File: config.mk
export PLATFORM = sky130hd
export DESIGN_NAME = lane_word_aligner
export DESIGN_NICKNAME = d
export VERILOG_FILES = /design/src/rtl/lane_align_pkg.sv /design/src/rtl/bc0_marker_insert.sv /design/src/rtl/align_datapath.sv /design/src/rtl/align_control.sv /design/src/rtl/lane_word_aligner.sv
export SDC_FILE = /design/constraint.sdc
export NUM_CORES = 1
export LEC_CHECK = 0
export BUFFER_PORTS_ARGS = -buffer_cell sky130_fd_sc_hd__buf_2
export CAP_MARGIN = 25
export CORE_MARGIN = 2
export CORE_UTILIZATION = 30
export DETAILED_ROUTE_END_ITERATION = 7
export SLEW_MARGIN = 20
export SYNTH_ARGS = -nofsm -noshare
export SYNTH_HDL_FRONTEND = slang
export SYNTH_HIERARCHICAL = 1
export SYNTH_SLANG_ARGS = --single-unit
File: constraint.sdc
create_clock -name clk -period 3.75 [get_ports clk]
set_input_delay 0.375 -clock clk [delete_from_list [all_inputs] [get_ports clk]]
set_output_delay 0.375 -clock clk [all_outputs]
set_load 0.1 [all_outputs]
File: src/rtl/lane_align_pkg.sv
package lane_align_pkg;
  localparam int MARK_WORDS = 3;
  localparam int FILL_WORDS = 4;
  localparam int MISS_LIMIT = 3;

  typedef struct packed {
    logic wordValid;
    logic markerSeen;
  } alignStrobe_t;
endpackage

File: src/rtl/bc0_marker_insert.sv
module bc0_marker_insert #(
  parameter int W = 16
) (
  input  logic         clk,
  input  logic         rst,
  input  logic         bc0In,
  input  logic [W-1:0] sampleWord,
  output logic [W-1:0] txWord
);
  // phase counts the marker words still to send after the first zero word
  logic [1:0] phase;

  always_ff @(posedge clk) begin
    if (rst) begin
      phase  <= 2'd0;
      txWord <= '0;
    end else if (bc0In) begin
      txWord <= '0;
      phase  <= 2'd2;
    end else if (phase == 2'd2) begin
      txWord <= {W{1'b1}};
      phase  <= 2'd1;
    end else if (phase == 2'd1) begin
      txWord <= '0;
      phase  <= 2'd0;
    end else begin
      txWord <= sampleWord;
    end
  end

  // first marker word
  a_r1_first_zero: assert property (@(posedge clk) disable iff (rst)
    bc0In |=> (txWord == '0));
  // middle marker word
  a_r1_ones: assert property (@(posedge clk) disable iff (rst)
    bc0In ##1 !bc0In |=> (txWord == {W{1'b1}}));
  // last marker word
  a_r1_last_zero: assert property (@(posedge clk) disable iff (rst)
    bc0In ##1 !bc0In ##1 !bc0In |=> (txWord == '0));
  // pass-through outside a marker
  a_r2_pass: assert property (@(posedge clk) disable iff (rst)
    (!bc0In && phase == 2'd0) |=> (txWord == $past(sampleWord)));
endmodule

File: src/rtl/align_datapath.sv
module align_datapath
  import lane_align_pkg::*;
#(
  parameter int W     = 16,
  parameter int OFF_W = 4
) (
  input  logic               clk,
  input  logic               rst,
  input  logic [W-1:0]       rxWord,
  input  alignStrobe_t       strb,
  input  logic [OFF_W-1:0]   selOff,
  output logic [W-1:0]       matchVec,
  output logic [W-1:0]       dataOut,
  output logic               dataValid,
  output logic               bc0Seen
);
  localparam int HIST = FILL_WORDS * W;
  localparam int MW   = MARK_WORDS * W;
  localparam logic [MW-1:0] MARKER = {{W{1'b0}}, {W{1'b1}}, {W{1'b0}}};

  logic [HIST-1:0] hist;

  always_ff @(posedge clk) begin
    if (rst) hist <= '0;
    else     hist <= {hist[HIST-W-1:0], rxWord};
  end

  // one comparator per candidate bit offset
  for (genvar k = 0; k < W; k++) begin : g_off
    assign matchVec[k] = (hist[k +: MW] == MARKER);
  end

  always_ff @(posedge clk) begin
    if (rst) begin
      dataOut   <= '0;
      dataValid <= 1'b0;
      bc0Seen   <= 1'b0;
    end else begin
      dataOut   <= hist[selOff +: W];
      dataValid <= strb.wordValid;
      bc0Seen   <= strb.markerSeen;
    end
  end

  // marker flag only accompanies valid words
  a_r5_seen_valid: assert property (@(posedge clk) disable iff (rst)
    bc0Seen |-> dataValid);
  // flagged word is the final zero marker word
  a_r4_seen_zero: assert property (@(posedge clk) disable iff (rst)
    bc0Seen |-> (dataOut == '0));
endmodule

File: src/rtl/align_control.sv
module align_control
  import lane_align_pkg::*;
#(
  parameter int W     = 16,
  parameter int ORBIT = 3564,
  parameter int OFF_W = 4,
  parameter int ORB_W = 12
) (
  input  logic             clk,
  input  logic             rst,
  input  logic [W-1:0]     matchVec,
  output alignStrobe_t     strb,
  output logic [OFF_W-1:0] selOff,
  output logic             lockedQ
);
  logic [2:0]       fillCnt;
  logic [OFF_W-1:0] storedOff;
  logic [OFF_W-1:0] foundOff;
  logic [ORB_W-1:0] orbitCnt;
  logic [1:0]       missCnt;
  logic             fillDone, searchHit, checkSlot, checkHit, dropLock;

  // lowest matching offset wins
  always_comb begin
    foundOff = '0;
    for (int k = W - 1; k >= 0; k--)
      if (matchVec[k]) foundOff = OFF_W'(k);
  end

  assign fillDone  = (fillCnt == 3'(FILL_WORDS));
  assign searchHit = !lockedQ && fillDone && (|matchVec);
  assign checkSlot = lockedQ && (orbitCnt == ORB_W'(ORBIT - 1));
  assign checkHit  = checkSlot && matchVec[storedOff];
  assign dropLock  = checkSlot && !matchVec[storedOff] &&
                     (missCnt == 2'(MISS_LIMIT - 1));

  always_comb begin
    strb.wordValid  = searchHit || (lockedQ && !dropLock);
    strb.markerSeen = searchHit || checkHit;
    selOff          = searchHit ? foundOff : storedOff;
  end

  always_ff @(posedge clk) begin
    if (rst) begin
      fillCnt   <= '0;
      lockedQ   <= 1'b0;
      storedOff <= '0;
      orbitCnt  <= '0;
      missCnt   <= '0;
    end else begin
      if (!fillDone) fillCnt <= fillCnt + 3'd1;
      if (searchHit) begin
        lockedQ   <= 1'b1;
        storedOff <= foundOff;
        orbitCnt  <= '0;
        missCnt   <= '0;
      end else if (lockedQ) begin
        orbitCnt <= checkSlot ? '0 : orbitCnt + ORB_W'(1);
        if (checkSlot) begin
          if (checkHit)      missCnt <= '0;
          else if (dropLock) lockedQ <= 1'b0;
          else               missCnt <= missCnt + 2'd1;
        end
      end
    end
  end

  // miss count never reaches the limit while locked
  a_r8_miss_bound: assert property (@(posedge clk) disable iff (rst)
    missCnt < 2'(MISS_LIMIT));
  // third miss unlocks
  a_r8_drop: assert property (@(posedge clk) disable iff (rst)
    dropLock |=> !lockedQ);
  // lock only after the history is filled
  a_r6_fill_first: assert property (@(posedge clk) disable iff (rst)
    $rose(lockedQ) |-> $past(fillDone));
  // offset held while locked
  a_r7_offset_hold: assert property (@(posedge clk) disable iff (rst)
    lockedQ |=> $stable(storedOff));
  // valid words only come with a lock
  a_r5_valid_lock: assert property (@(posedge clk) disable iff (rst)
    strb.wordValid |=> lockedQ);
endmodule

File: src/rtl/lane_word_aligner.sv
module lane_word_aligner
  import lane_align_pkg::*;
#(
  parameter int W     = 16,
  parameter int ORBIT = 3564
) (
  input  logic         clk,
  input  logic         rst,
  input  logic [W-1:0] sampleWord,
  input  logic         bc0In,
  output logic [W-1:0] txWord,
  input  logic [W-1:0] rxWord,
  output logic [W-1:0] dataOut,
  output logic         dataValid,
  output logic         locked,
  output logic         bc0Seen
);
  localparam int OFF_W = (W > 1) ? $clog2(W) : 1;
  localparam int ORB_W = (ORBIT > 2) ? $clog2(ORBIT) : 1;

  alignStrobe_t     strb;
  logic [OFF_W-1:0] selOff;
  logic [W-1:0]     matchVec;

  bc0_marker_insert #(.W(W)) u_insert (
    .clk(clk), .rst(rst), .bc0In(bc0In),
    .sampleWord(sampleWord), .txWord(txWord)
  );

  align_datapath #(.W(W), .OFF_W(OFF_W)) u_path (
    .clk(clk), .rst(rst), .rxWord(rxWord), .strb(strb), .selOff(selOff),
    .matchVec(matchVec), .dataOut(dataOut), .dataValid(dataValid),
    .bc0Seen(bc0Seen)
  );

  align_control #(.W(W), .ORBIT(ORBIT), .OFF_W(OFF_W), .ORB_W(ORB_W)) u_ctrl (
    .clk(clk), .rst(rst), .matchVec(matchVec), .strb(strb),
    .selOff(selOff), .lockedQ(locked)
  );
endmodule

==> key figures <==
Timing
  • RSZ-0062 raised after global routing: true
  • Setup TNS: -1.91 ns
  • Fmax: 0.257 GHz
  • Worst hold slack: 0.163 ns
  • Final setup viols: 16
  • Hold Vio Cnt, Final: 0
  • Fin crit share: 104%
  • Final min period: slightly below 4 ns
  • Slew HR: a little under half
  • Clock Skews: between 0.015 and 0.02 ns
  • Final worst setup slack: -0.146 ns
  • Worst Max-Slew Pin Slew: approximately 0.82 ns
  • Slew Limit Fails: 0

Final layout
  • Register area: 0.00242 sq mm
  • Fin cells: about 1.0k
  • N_diodes: 0
  • Post-layout util: a little over two fifths
  • Layout cells sized above 1: 39.5%
  • Area taken by multi-input logic gates: approximately 0.0036 sq mm
  • Fill cells: 1897
  • Final Cell Area: between 0.008 and 0.009 sq mm
  • Final #Nets: about 800
  • Area Overhead vs Synth: 40.0%

Flow run
  • Max-cap violations: 0

Clock tree
  • Clock Latency Late Sink: 0.42 ns
  • CTS sink cnt: between 100 and 150
  • CTS max path bufs: 2
  • Clock slew at reported path FFs: ~0.060 ns
  • CTS tree: yes
  • CTS H-tree depth: 4
  • Root Buffer: clkbuf_16
  • Number of buffers created by CTS: 17
  • Post-cts hold buffer count: 0

Routing
  • Via count: ~5.1k
  • Detailed Route WL: 16000 microns
  • Via density per instance: slightly below 5
  • # DRC: 0
  • Drt wl/cell: about 15 microns
  • Post-DRT Antenna Nets: 0
  • Number of DRC markers in iteration 0: ~360
  • Drt pass-1 iters: 4

Global routing
  • Total grt overflow: 0
  • M2 GR Usage: 24.8%
  • Met1 usage: around a fifth
  • Largest net degree at the start of global routing: 56
  • Vias in the first global route: slightly below 5k
  • Antenna violations before repair: 0
  • Met3 Use GR: ~3.5%
  • Top Usage Layer GRT: met2
  • Global-route wire length before repair: around 25000 microns
  • Total global-route track usage: 15.2%

Critical path
  • Beginning of the critical path: u_path/hist[23]$_SDFF_PP0_
  • CP Capture Type: register
  • Req. time, crit path: 4.06 ns
  • Critical R2R Launch: u_path/hist[23]$_SDFF_PP0_
  • Reg-to-reg endpoint: u_path/dataOut[10]$_SDFF_PP0_
  • Critical Path Fanout Max: 7
  • Critical Path Source Type: register
  • Reg2reg setup slack: -0.15 ns
  • Kind of critical path: reg -> reg
  • WP data arrival: around 4.2 ns
  • Worst reg2reg path depth: 17

Power and ir drop
  • Max IR drop VDD: approximately 0.29 mV
  • Tot Pwr: 3.37 mW
  • Static Leak: 3.38 nW
  • PwrDens: between 400 and 500 mW/mm^2

Floorplan
  • Die width: roughly 150 microns
  • Die Height: around 150 microns
  • I/O pin count: 70
  • # rows: 51
  • Core area: a little under 0.02 sq mm
  • Die area: ~0.021 sq mm
  • Initial Utilization: 30.6%

Synth
  • #FFs+latches synth: between 100 and 150
  • YS warnings: 6
  • Synth top area cells: dfxtp_1, nor2b_1, mux4_2
  • Count of different cell masters after synthesis: 61
  • Mapped Cells: around 600
  • Top-area cell type share of the netlist area: between 40% and 50%
  • Async SR Flop Fraction: 0%
  • Synth area leader: dfxtp_1
  • Most used DFF post-synth: dfxtp_1
  • Syn_area_per_cell: 9.99 sq um
  • Register area share after synthesis: between 40% and 50%
  • Post-synth EDFFs: 0
  • Syn Nets: ~640
  • Mapped cell area: between 0.005 and 0.006 sq mm

Run status
  • Status: complete, but fails checks
  • Failing checks: negative setup slack

Hold path
  • Hold WC Path Type: in -> reg
  • Hold worst-path end: u_path/hist[12]$_SDFF_PP0_
  • Hold Crit Depth: 2
  • Worst hold start: rxWord[12]

Placed design
  • Global placement routability congestion: between 0.9 and 1
  • Placed cell areas: approximately 0.0074 sq mm
  • Pre-CTS setup slack: -0.262 ns
  • I/O Buffers: approximately 70
  • Dpl hpwl: between 10000 and 15000 microns
  • Placed cell count: 994
state kept, by name (all words and copies together), names as in the netlist:
register,cells
u_path/bc0Seen,1
u_insert/txWord,16
u_ctrl/storedOff,4
u_path/hist,63
u_path/dataOut,16
u_path/dataValid,1
u_ctrl/lockedQ,1
u_insert/phase,2
u_ctrl/missCnt,2
u_ctrl/fillCnt,3
u_ctrl/orbitCnt,12
synth_stat cells, types with 4 or more instances:
cell / n
o21a_1: 5
ha_1: 6
dfxtp_1: 121
nand4_1: 9
xor2_1: 5
nor3b_1: 5
buf_6: 4
nor4_1: 14
xnor2_1: 5
nand2_1: 35
nor3_1: 17
mux4_1: 4
nand4bb_1: 4
mux2i_1: 27
clkbuf_1: 20
mux4_2: 20
a211oi_1: 20
mux2_1: 8
a21oi_1: 22
o21ai_0: 4
nor2_1: 35
inv_1: 12
nand3_1: 15
nand2b_1: 26
buf_2: 5
nor2b_1: 82
nor4b_1: 8
a21oi_2: 9
timing repair:
item,4_1_cts,5_1_grt
gates cloned,0,1
setup buffers,12,10
gates resized for setup,28,23
hold endpoints to repair,0,0
pin swaps,19,14
setup endpoints to repair,16,17
area by class of cell:
| type | count | share of cell area, % |
|---|---|---|
| clock inverters | 13 | 1.73 |
| repair buffers | 183 | 15.8 |
| well taps | 265 | 3.96 |
| multi-input cells | 431 | 43.6 |
| inverters | 13 | 0.583 |
| flip-flops and latches | 121 | 29.0 |
| clock buffers | 19 | 5.41 |
worst max-delay path: stages, from the launching register on:
cell and delay [ns]:
dfxtp_1 0.31, or3b_4 0.41, nor4b_4 0.21, buf_4 0.16, nand4_4 0.19, nor4_4 0.40, nor2_1 0.10, o31ai_2 0.24
a211oi_2 0.10, nor3_2 0.20, o31ai_2 0.10, nand2_1 0.14, buf_12 0.15, buf_12 0.12, mux4_2 0.55, mux2i_2 0.19
a21oi_1 0.09, o21a_1 0.12
how the worst max path moves through the flow:
stage / end / slack (ns) / depth (start not counted)
finish: u_path/dataOut[10]$_SDFF_PP0_ / -0.15 / 17
global route: u_path/dataOut[10]$_SDFF_PP0_ / -0.37 / 17
CTS: u_path/dataOut[9]$_SDFF_PP0_ / -0.07 / 17
detailed placement: u_path/dataOut[7]$_SDFF_PP0_ / -0.26 / 16
global placement: u_path/dataOut[7]$_SDFF_PP0_ / -0.27 / 16
floorplan: u_path/dataOut[15]$_SDFF_PP0_ / 0.01 / 16
layout by cell type, fill, tap and decap left out, types with 4 or more instances in the layout:
cell / netlist / layout
buf_2: 5 / 69
mux2i_1: 27 / 17
xor2_1: 5 / 5
clkinvlp_4: 0 / 6
nand2b_1: 26 / 26
nor3_2: 1 / 8
mux2_1: 8 / 6
buf_6: 4 / 4
nor4_1: 14 / 6
mux4_1: 4 / 4
nor2b_1: 82 / 81
a21oi_2: 9 / 10
nand3_1: 15 / 14
buf_4: 3 / 102
nor4b_1: 8 / 7
o21ai_0: 4 / 4
o21a_1: 5 / 5
inv_1: 12 / 12
a211oi_2: 0 / 5
nor3_1: 17 / 10
nor4_4: 0 / 7
clkbuf_16: 0 / 18
a211oi_1: 20 / 15
mux2i_2: 0 / 7
nand4_1: 9 / 9
nand2_1: 35 / 35
ha_1: 6 / 6
nor3b_1: 5 / 5
a21oi_1: 22 / 20
nor2_1: 35 / 32
buf_12: 1 / 7
xnor2_1: 5 / 5
dfxtp_1: 121 / 120
mux4_2: 20 / 20
where the power goes:
group          internal [mW]  switching [mW]
Combinational          0.126           0.255
Clock                   1.02           0.609
Sequential              1.33          0.0313
layer usage:
| layer | vias to the layer above | routed length, microns |
|---|---|---|
| met5 | - | 0 |
| met4 | 0 | 310 |
| met3 | 26 | 743 |
| met2 | 144 | 7730 |
| met1 | 2402 | 7180 |
| li1 | 2492 | - |
kinds of logic (layout without fill, tap and decap cells):
family | count (synthesis) | count (layout) | share of synthesized area, %
buffers and inverters | 46 | 228 | 3.96
and+or+nand+nor | 279 | 279 | 28.3
DFF | 121 | 121 | 40.5
adders and majority gates | 6 | 6 | 1.26
AOI/OAI and AO/OA | 76 | 76 | 8.94
xor gates and xnor gates | 10 | 10 | 1.47
muxes | 60 | 60 | 15.6
(Power assumes the default switching activity.)
